===== config.mk =====
export PLATFORM = sky130hd
export DESIGN_NAME = bch_weight_classifier
export DESIGN_NICKNAME = d
export VERILOG_FILES = /design/src/rtl/bch_cls_pkg.sv /design/src/rtl/bch_gf_mult.sv /design/src/rtl/bch_syn_tree.sv /design/src/rtl/bch_weight_decide.sv /design/src/rtl/bch_weight_classifier.sv
export SDC_FILE = /design/constraint.sdc
export NUM_CORES = 1
export LEC_CHECK = 0
export BUFFER_PORTS_ARGS = -buffer_cell sky130_fd_sc_hd__buf_2
export CORE_UTILIZATION = 30
export CTS_BUF_LIST = sky130_fd_sc_hd__clkbuf_8 sky130_fd_sc_hd__clkbuf_16
export DETAILED_ROUTE_END_ITERATION = 10
export PLACE_DENSITY_LB_ADDON = 0.15
export RECOVER_POWER = 100
export SKIP_CTS_REPAIR_TIMING = 1
export SYNTH_ARGS = -nofsm -noshare
export SYNTH_HDL_FRONTEND = slang
export SYNTH_SLANG_ARGS = --single-unit

===== constraint.sdc =====
create_clock -name clk -period 1 [get_ports clk]
set_input_delay 0.3 -clock clk [delete_from_list [all_inputs] [get_ports clk]]
set_output_delay 0.3 -clock clk [all_outputs]
set_load 0.01 [all_outputs]

===== src/rtl/bch_cls_pkg.sv =====
package bch_cls_pkg;

  typedef enum logic [1:0] {
    CLS_CLEAN  = 2'b00,
    CLS_SINGLE = 2'b01,
    CLS_DOUBLE = 2'b10,
    CLS_UNCORR = 2'b11
  } err_class_t;

endpackage


===== src/rtl/bch_gf_mult.sv =====
module bch_gf_mult #(
  parameter int          M    = 9,
  parameter logic [M:0]  POLY = 10'h211
) (
  input  logic [M-1:0] a,
  input  logic [M-1:0] b,
  output logic [M-1:0] p
);

  localparam logic [M-1:0] RED = POLY[M-1:0];

  function automatic logic [M-1:0] xtime(input logic [M-1:0] v);
    return {v[M-2:0], 1'b0} ^ (v[M-1] ? RED : '0);
  endfunction

  always_comb begin
    logic [M-1:0] acc;
    acc = '0;
    for (int i = M - 1; i >= 0; i--) begin
      acc = xtime(acc) ^ (b[i] ? a : '0);
    end
    p = acc;
  end

  always_comb begin
    if (a == '0 || b == '0) begin
      assert_zero_absorb_R4: assert (p == '0)
        else $error("product with a zero operand is nonzero");
    end
  end

endmodule


===== src/rtl/bch_syn_tree.sv =====
module bch_syn_tree #(
  parameter int          M         = 9,
  parameter int          N         = 274,
  parameter logic [M:0]  POLY      = 10'h211,
  parameter int          POWER     = 1,
  parameter bit          MSB_FIRST = 1'b0
) (
  input  logic [N-1:0] word,
  output logic [M-1:0] syn
);

  localparam int ORDER = (1 << M) - 1;
  localparam int FIRST = ORDER + 1 - N;
  localparam logic [M-1:0] RED = POLY[M-1:0];

  function automatic logic [M-1:0] alpha_pow(input int e);
    logic [M-1:0] v;
    v = {{(M-1){1'b0}}, 1'b1};
    for (int i = 0; i < e; i++) begin
      v = {v[M-2:0], 1'b0} ^ (v[M-1] ? RED : '0);
    end
    return v;
  endfunction

  logic [M-1:0] terms [N];

  for (genvar j = 0; j < N; j++) begin : g_col
    localparam int POS = MSB_FIRST ? (N - 1 - j) : j;
    localparam int EXP = ((FIRST + POS) * POWER) % ORDER;
    localparam logic [M-1:0] COL = alpha_pow(EXP);
    assign terms[j] = word[j] ? COL : '0;
  end

  always_comb begin
    logic [M-1:0] acc;
    acc = '0;
    for (int j = 0; j < N; j++) begin
      acc = acc ^ terms[j];
    end
    syn = acc;
  end

endmodule


===== src/rtl/bch_weight_decide.sv =====
module bch_weight_decide
  import bch_cls_pkg::*;
#(
  parameter int M = 9
) (
  input  logic [M-1:0] s1,
  input  logic [M-1:0] s3,
  input  logic [M-1:0] r,
  output err_class_t   cls
);

  logic s1_zero, s3_zero, r_zero;

  assign s1_zero = (s1 == '0);
  assign s3_zero = (s3 == '0);
  assign r_zero  = (r == '0);

  always_comb begin
    if (s1_zero) begin
      cls = s3_zero ? CLS_CLEAN : CLS_UNCORR;
    end else begin
      cls = r_zero ? CLS_SINGLE : CLS_DOUBLE;
    end
  end

endmodule


===== src/rtl/bch_weight_classifier.sv =====
module bch_weight_classifier
  import bch_cls_pkg::*;
#(
  parameter int          M         = 9,
  parameter int          N         = 274,
  parameter logic [M:0]  POLY      = 10'h211,
  parameter bit          MSB_FIRST = 1'b0
) (
  input  logic         clk,
  input  logic         rst_n,
  input  logic         in_valid,
  input  logic [N-1:0] rx_word,
  output logic         res_valid,
  output logic [M-1:0] syn1,
  output logic [M-1:0] syn3,
  output logic [M-1:0] disc,
  output logic [1:0]   err_class
);

  logic [M-1:0] s1_c, s3_c, s1_sq, s1_cube, r_c;
  err_class_t   cls_c;

  bch_syn_tree #(.M(M), .N(N), .POLY(POLY), .POWER(1), .MSB_FIRST(MSB_FIRST))
    u_tree1 (.word(rx_word), .syn(s1_c));

  bch_syn_tree #(.M(M), .N(N), .POLY(POLY), .POWER(3), .MSB_FIRST(MSB_FIRST))
    u_tree3 (.word(rx_word), .syn(s3_c));

  bch_gf_mult #(.M(M), .POLY(POLY)) u_sq   (.a(s1_c),  .b(s1_c), .p(s1_sq));
  bch_gf_mult #(.M(M), .POLY(POLY)) u_cube (.a(s1_sq), .b(s1_c), .p(s1_cube));

  assign r_c = s1_cube ^ s3_c;

  bch_weight_decide #(.M(M)) u_decide (.s1(s1_c), .s3(s3_c), .r(r_c), .cls(cls_c));

  logic         vld_q, vld_n;
  logic [M-1:0] s1_q, s3_q, r_q, s1_n, s3_n, r_n;
  err_class_t   cls_q, cls_n;

  always_comb begin
    vld_n = in_valid;
    s1_n  = s1_q;
    s3_n  = s3_q;
    r_n   = r_q;
    cls_n = cls_q;
    if (in_valid) begin
      s1_n  = s1_c;
      s3_n  = s3_c;
      r_n   = r_c;
      cls_n = cls_c;
    end
  end

  always_ff @(posedge clk or negedge rst_n) begin
    if (!rst_n) begin
      vld_q <= 1'b0;
      s1_q  <= '0;
      s3_q  <= '0;
      r_q   <= '0;
      cls_q <= CLS_CLEAN;
    end else begin
      vld_q <= vld_n;
      s1_q  <= s1_n;
      s3_q  <= s3_n;
      r_q   <= r_n;
      cls_q <= cls_n;
    end
  end

  assign res_valid = vld_q;
  assign syn1      = s1_q;
  assign syn3      = s3_q;
  assign disc      = r_q;
  assign err_class = cls_q;

  assert_capture_R9: assert property (@(posedge clk) disable iff (!rst_n)
    in_valid |=> res_valid)
    else $error("strobe not followed by valid result");

  assert_hold_R9: assert property (@(posedge clk) disable iff (!rst_n)
    !in_valid |=> (!res_valid && $stable(syn1) && $stable(syn3) && $stable(disc)))
    else $error("results moved without a strobe");

  assert_clean_shape_R5: assert property (@(posedge clk) disable iff (!rst_n)
    (err_class == CLS_CLEAN) |-> (syn1 == '0 && syn3 == '0))
    else $error("clean class with nonzero syndrome");

  assert_single_shape_R6: assert property (@(posedge clk) disable iff (!rst_n)
    (err_class == CLS_SINGLE) |-> (syn1 != '0 && disc == '0))
    else $error("single class inconsistent with syndromes");

  assert_double_shape_R7: assert property (@(posedge clk) disable iff (!rst_n)
    (err_class == CLS_DOUBLE) |-> (syn1 != '0 && disc != '0))
    else $error("double class inconsistent with syndromes");

  assert_uncorr_shape_R8: assert property (@(posedge clk) disable iff (!rst_n)
    (err_class == CLS_UNCORR) |-> (syn1 == '0 && syn3 != '0))
    else $error("uncorrectable class inconsistent with syndromes");

endmodule


== Word-level counts from Yosys, hierarchy flattened ==
Index checks and enable logic that the tools add are counted.

* Bitwise gates (word level): 579
* Mux-type cells: 584
* Reduce and logical (&&, ||, !) cells: 3

{| class="wikitable"
|+ Operator list
! kind !! count
|-
| 9-bit XOR || 579
|-
| 9-bit 2-to-1 mux || 303
|-
| 8-bit 2-to-1 mux || 137
|-
| 7-bit 2-to-1 mux || 59
|-
| 6-bit 2-to-1 mux || 33
|-
| 5-bit 2-to-1 mux || 37
|-
| 9-bit zero test || 3
|-
| 4-bit 2-to-1 mux || 5
|-
| 3-bit 2-to-1 mux || 4
|-
| 2-bit 2-to-1 mux || 5
|-
| 1-bit 2-to-1 mux || 1
|}

* Bits in registers: 30
* Input port bits: 277
* Output and inout port bits: 30

== Depth between registers and ports, before layout ==
* Depth after elaboration: 328
* Mapped depth: 19
* Mapped depth without buffers: 16

== Hierarchy ==
From an unflattened synthesis, not the netlist that was laid out.

* Cell total of the unflattened synthesis: 1,538
* Area, all modules: 15,317.2 um2

{| class="wikitable"
|+ Modules (own cells, without submodules)
! module !! seq. area each (um2) !! times used !! area an instance (um2) !! cells each
|-
| bch_syn_tree at u_tree1 || 0.0 || 1 || 5,982.0 || 527
|-
| bch_syn_tree at u_tree3 || 0.0 || 1 || 5,602.9 || 581
|-
| bch_gf_mult || 0.0 || 2 || 1,204.9 || 173
|-
| bch_weight_classifier || 750.7 || 1 || 1,221.2 || 71
|-
| bch_weight_decide || 0.0 || 1 || 101.3 || 13
|}

== Least setup slack after synthesis ==
Ideal clock, no wire load.

* Path type: in2reg
* From: input port rx_word[208]
* To: register cls_q[1], in the netlist err_class[1]
* Data required time: 0.913 ns
* Setup slack: -3.934 ns
* Stages: 17
* Arrival time: 4.848 ns
* Path buffers: 2
* Cell sequence: buf_2 xnor3_1 xnor2_1 xnor3_1 xnor3_1 xnor3_2 xor2_4 buf_2 ha_1 or3_1 a211o_1 a211o_1 a21oi_1 o22ai_1 nor3b_2 and4b_1 a211oi_2

* Longest elaborated chain between the ends: 109

{| class="wikitable"
|+ RTL lines
! element !! RTL line !! source
|-
| from (decl) || bch_weight_classifier.sv:12 || <nowiki>input logic [N-1:0] rx_word,</nowiki>
|-
| 9-bit 2-to-1 mux * || bch_syn_tree.sv:31 || <nowiki>assign terms[j] = word[j] ? COL : '0;</nowiki>
|-
| 9-bit XOR * (66 in a row) || bch_syn_tree.sv:38 || <nowiki>acc = acc ^ terms[j];</nowiki>
|-
| net s1_c[8] || bch_weight_classifier.sv:20 || <nowiki>logic [M-1:0] s1_c, s3_c, s1_sq, s1_cube, r_c;</nowiki>
|-
| 9-bit 2-to-1 mux || bch_gf_mult.sv:20 || <nowiki>acc = xtime(acc) ^ (b[i] ? a : '0);</nowiki>
|-
| 5-bit 2-to-1 mux || bch_gf_mult.sv:13 || <nowiki>return {v[M-2:0], 1'b0} ^ (v[M-1] ? RED : '0);</nowiki>
|-
| 9-bit XOR || bch_gf_mult.sv:13 ||
|-
| 9-bit XOR || bch_gf_mult.sv:20 ||
|-
| 9-bit XOR || bch_gf_mult.sv:13 ||
|-
| [29 not listed] || - ||
|-
| 9-bit XOR || bch_gf_mult.sv:20 ||
|-
| 5-bit 2-to-1 mux || bch_gf_mult.sv:13 ||
|-
| 9-bit XOR || bch_gf_mult.sv:13 ||
|-
| 9-bit XOR || bch_gf_mult.sv:20 ||
|-
| 9-bit XOR || bch_weight_classifier.sv:32 || <nowiki>assign r_c = s1_cube ^ s3_c;</nowiki>
|-
| 9-bit zero test || bch_weight_decide.sv:16 || <nowiki>assign r_zero = (r == '0);</nowiki>
|-
| 2-bit 2-to-1 mux || bch_weight_decide.sv:22 || <nowiki>cls = r_zero ? CLS_SINGLE : CLS_DOUBLE;</nowiki>
|-
| 2-bit 2-to-1 mux * || bch_weight_decide.sv:19 || <nowiki>if (s1_zero) begin</nowiki>
|-
| to (signal assigned) || bch_weight_classifier.sv:66 || <nowiki>cls_q <= cls_n;</nowiki>
|-
| to (decl) || bch_weight_classifier.sv:38 || <nowiki>err_class_t cls_q, cls_n;</nowiki>
|}

Mark *: on every way through the listed nets, which the timed path passes. The rest lies on a longest branch.
A chain may end at the register's enable or synchronous reset.

== Worst setup path in the final report ==
* From: input port rx_word[209]
* To: register cls_q[1], in the netlist err_class[1]

* Longest elaborated chain between the ends: 108

{| class="wikitable"
|+ RTL lines
! element !! RTL line
|-
| 9-bit 2-to-1 mux || bch_syn_tree.sv:31
|-
| 9-bit XOR (65 in a row) || bch_syn_tree.sv:38
|-
| 9-bit 2-to-1 mux || bch_gf_mult.sv:20
|-
| 5-bit 2-to-1 mux || bch_gf_mult.sv:13
|-
| 9-bit XOR || bch_gf_mult.sv:13
|-
| 9-bit XOR || bch_gf_mult.sv:20
|-
| 9-bit XOR || bch_gf_mult.sv:13
|-
| 9-bit XOR || bch_gf_mult.sv:20
|-
| [28 not listed] || -
|-
| 9-bit XOR || bch_gf_mult.sv:20
|-
| 5-bit 2-to-1 mux || bch_gf_mult.sv:13
|-
| 9-bit XOR || bch_gf_mult.sv:13
|-
| 9-bit XOR || bch_gf_mult.sv:20
|-
| 9-bit XOR || bch_weight_classifier.sv:32
|-
| 9-bit zero test || bch_weight_decide.sv:16
|-
| 2-bit 2-to-1 mux || bch_weight_decide.sv:22
|-
| 2-bit 2-to-1 mux * || bch_weight_decide.sv:19
|}

Mark *: on every way between the ends. The rest lies on a longest branch, timed or not.

==> impl_metrics.env <==
export IMPL_grt_usage_pct=37.1
export IMPL_avgSynthCellArea_um2=10.3
export IMPL_synthCells=1447
export IMPL_synthMuxAreaShare_pct=1.99
export IMPL_postLayoutCellArea_um2=27300
export IMPL_io_buffers=306
export IMPL_period_needed_ns=4.48
export IMPL_clockBufferDepth=2
export IMPL_die_area_um2=50600
export IMPL_overflow=0
export IMPL_route_detailed_drc=0
export IMPL_placed_cell_area_um2=23900
export IMPL_start_util_pct=30.5
export IMPL_cts_buffers=5
export IMPL_slew_violations=0
export IMPL_cp_required_ns=1.19
export IMPL_die_height_um=225
export IMPL_status="finished, violations left"
export IMPL_synth_top_family_by_area="XOR/XNOR gates"
export IMPL_placed_cells=3128
export IMPL_ys_seq_area_share_pct=5.04
export IMPL_final_cells=3187
export IMPL_grt_max_degree=26
export IMPL_dr_pass1_iters=5
export IMPL_multi_input_area_um2=16700
export IMPL_pin_count=307
export IMPL_synth_edf_count=0
export IMPL_nFillCells=4468
export IMPL_antenna_found_initial=2
export IMPL_ys_seq_elements=30
export IMPL_die_w_um=225
export IMPL_rsz0062_at_grt="yes"
export IMPL_gp_congestion=1.10
export IMPL_first_global_vias=15200
export IMPL_finalHoldViolCount=0
export IMPL_ys_top_cells_by_count="xnor2_1, xor2_1, xnor3_1"
export IMPL_slew_headroom_pct=60.2
export IMPL_yosysTopAreaCell="xnor2_1"
export IMPL_htree_levels=2
export IMPL_yosys_area_share_simple_pct=3.22
export IMPL_vias=15200
export IMPL_cts_sinks=30
export IMPL_clock_latency_ns=0.27
export IMPL_endpoint_kind="register"
export IMPL_synth_compound_area_share_pct=3.32
export IMPL_avgRoutedWirePerCell_um=30.3
export IMPL_path_class="in -> reg"
export IMPL_rows=81
export IMPL_ys_top_cells_by_area="xnor2_1, xnor3_1, xor2_1"
export IMPL_drt_total_wl_um=96500
export IMPL_grt_first_pass_wirelength_um=124000
export IMPL_syn_to_final_growth_pct=83.0
export IMPL_min_path_type="in -> reg"
export IMPL_worstPathArrival_ns=4.67
export IMPL_max_cap_violations=0
export IMPL_regArea_um2=751
export IMPL_yosysUniqueCellTypes=79
export IMPL_async_reset_ff_share_pct=100
export IMPL_synth_xor_area_share_pct=82.9
export IMPL_worstMarginPinSlew_ns=0.597
export IMPL_dp_hpwl_um=86600
export IMPL_period_share_pct=448
export IMPL_fmax_mhz=223
export IMPL_setup_viol=59
export IMPL_cts_clk_slew_worst_paths_ns=0.05
export IMPL_ant_nets=0
export IMPL_start_kind="input pin"
export IMPL_path_max_fanout=4
export IMPL_fin_skew_ns=0
export IMPL_setup_ws_ns=-3.48
export IMPL_synth_flop_cell="dfrtp_1"
export IMPL_cts_tree="built"
export IMPL_syn_nets=1728
export IMPL_synth_top_area_share_pct=46.3
export IMPL_nets=2801
export IMPL_clockRootBuffer="clkbuf_16"
export IMPL_core_um2=49000
export IMPL_drt_iter0_markers=1469
export IMPL_synth_most_common_cell="xnor2_1"
export IMPL_drive_gt1_share_pct=62.2
export IMPL_yosys_area_share_adder_pct=0.336
export IMPL_failed_checks="setup timing"
export IMPL_yosysWarnings=0
export IMPL_viasPerCell=4.78
export IMPL_synth_area_um2=14900
==> cells by family after synthesis <==
group           after synthesis
xor+xnor                   1125
buf+inv                      98
simple gates                 91
compound gates               71
flops                        30
mux                          28
fa+ha+maj                     4
==> worst max-delay path: stages <==
cell	delay, ns
buf_8	0.10
xnor2_4	0.15
xnor3_2	0.53
xnor3_2	0.44
xnor3_2	0.46
xnor3_2	0.31
xor2_4	0.21
ha_4	0.25
or3_4	0.35
a211o_1	0.28
a211o_1	0.36
a21oi_4	0.26
o22ai_4	0.10
nor3b_4	0.16
and4b_1	0.20
a211oi_2	0.20
==> placed cells by master (no fill, tap or decap), types with 3 or more instances in the layout <==
cell type	netlist	final
mux2_2	13	10
xor3_1	9	8
nand2_1	14	12
buf_4	1	758
inv_1	6	5
o211ai_1	5	5
nor2_2	1	4
xnor2_4	1	58
nand3_1	4	4
xor2_4	1	9
clkbuf_4	0	10
mux2i_1	15	15
o21ai_0	5	3
a21oi_1	18	10
o21ai_1	6	7
a22oi_1	3	3
and2_1	4	4
xor2_1	152	118
nor2_1	34	31
xnor2_2	10	190
xnor3_1	151	100
buf_8	1	6
dfrtp_1	30	30
xnor2_1	788	551
xnor3_2	8	59
xor2_2	3	29
o21a_1	5	5
buf_12	0	34
mux2_4	0	3
a211o_1	3	3
buf_6	7	79
buf_2	16	266
clkbuf_16	0	5
a21oi_2	0	7
==> registers in the layout (all words and copies together), names as in the netlist <==
signal / cells
disc: 9
syn1: 9
syn3: 9
err_class: 2
res_valid: 1
==> area by class of cell <==
| type | count | share of cell area (%) |
|---|---|---|
| timing repair buffer | 1156 | 32.2 |
| tap | 664 | 3.05 |
| antenna | 2 | 0.0183 |
| clock buffer | 6 | 0.509 |
| multi-input combinational | 1319 | 61.3 |
| clock inverter | 2 | 0.0321 |
| inverter | 8 | 0.165 |
| sequential | 30 | 2.75 |
==> final timing paths <==
kind	cells after the start	slack, ns	from	end
min in group asynchronous	2	0.44	rst_n	syn1[1]$_DFFE_PN0P_
max in group asynchronous	3	0.09	rst_n	err_class[1]$_DFFE_PN0P_
worst min register to register	1	0.50	disc[2]$_DFFE_PN0P_	disc[2]$_DFFE_PN0P_
worst min-delay path	3	0.43	in_valid	syn3[4]$_DFFE_PN0P_
worst max register to register	2	0.10	syn3[4]$_DFFE_PN0P_	syn3[4]$_DFFE_PN0P_
worst max-delay path	16	-3.48	rx_word[209]	err_class[1]$_DFFE_PN0P_
==> routing by layer <==
metal	GRT usage (%)	vias to the layer above	share of wire, %
li1	-	6765	-
met1	47.6	7413	39
met2	59.7	848	44
met3	4.34	209	8.7
met4	22.2	0	8.2
met5	0	-	0
==> per-stage QoR <==
stage                     utilization, %  hold WS (ns)  setup TNS (ns)  setup slack, ns
after floorplan                        -       0.00441          -58.82            -3.24
after global placement              48.8         0.195          -82.74            -3.96
after detailed placement            48.8         0.197          -82.75            -3.94
after CTS                           49.1       -0.0917          -78.12            -3.71
after global routing                55.7         0.445          -73.87            -3.55
final                               55.7         0.434          -71.40            -3.48
Power is left out: the tool's default activity adds up to more than one toggle a clock period on the data nets, which glitch-free logic cannot reach.
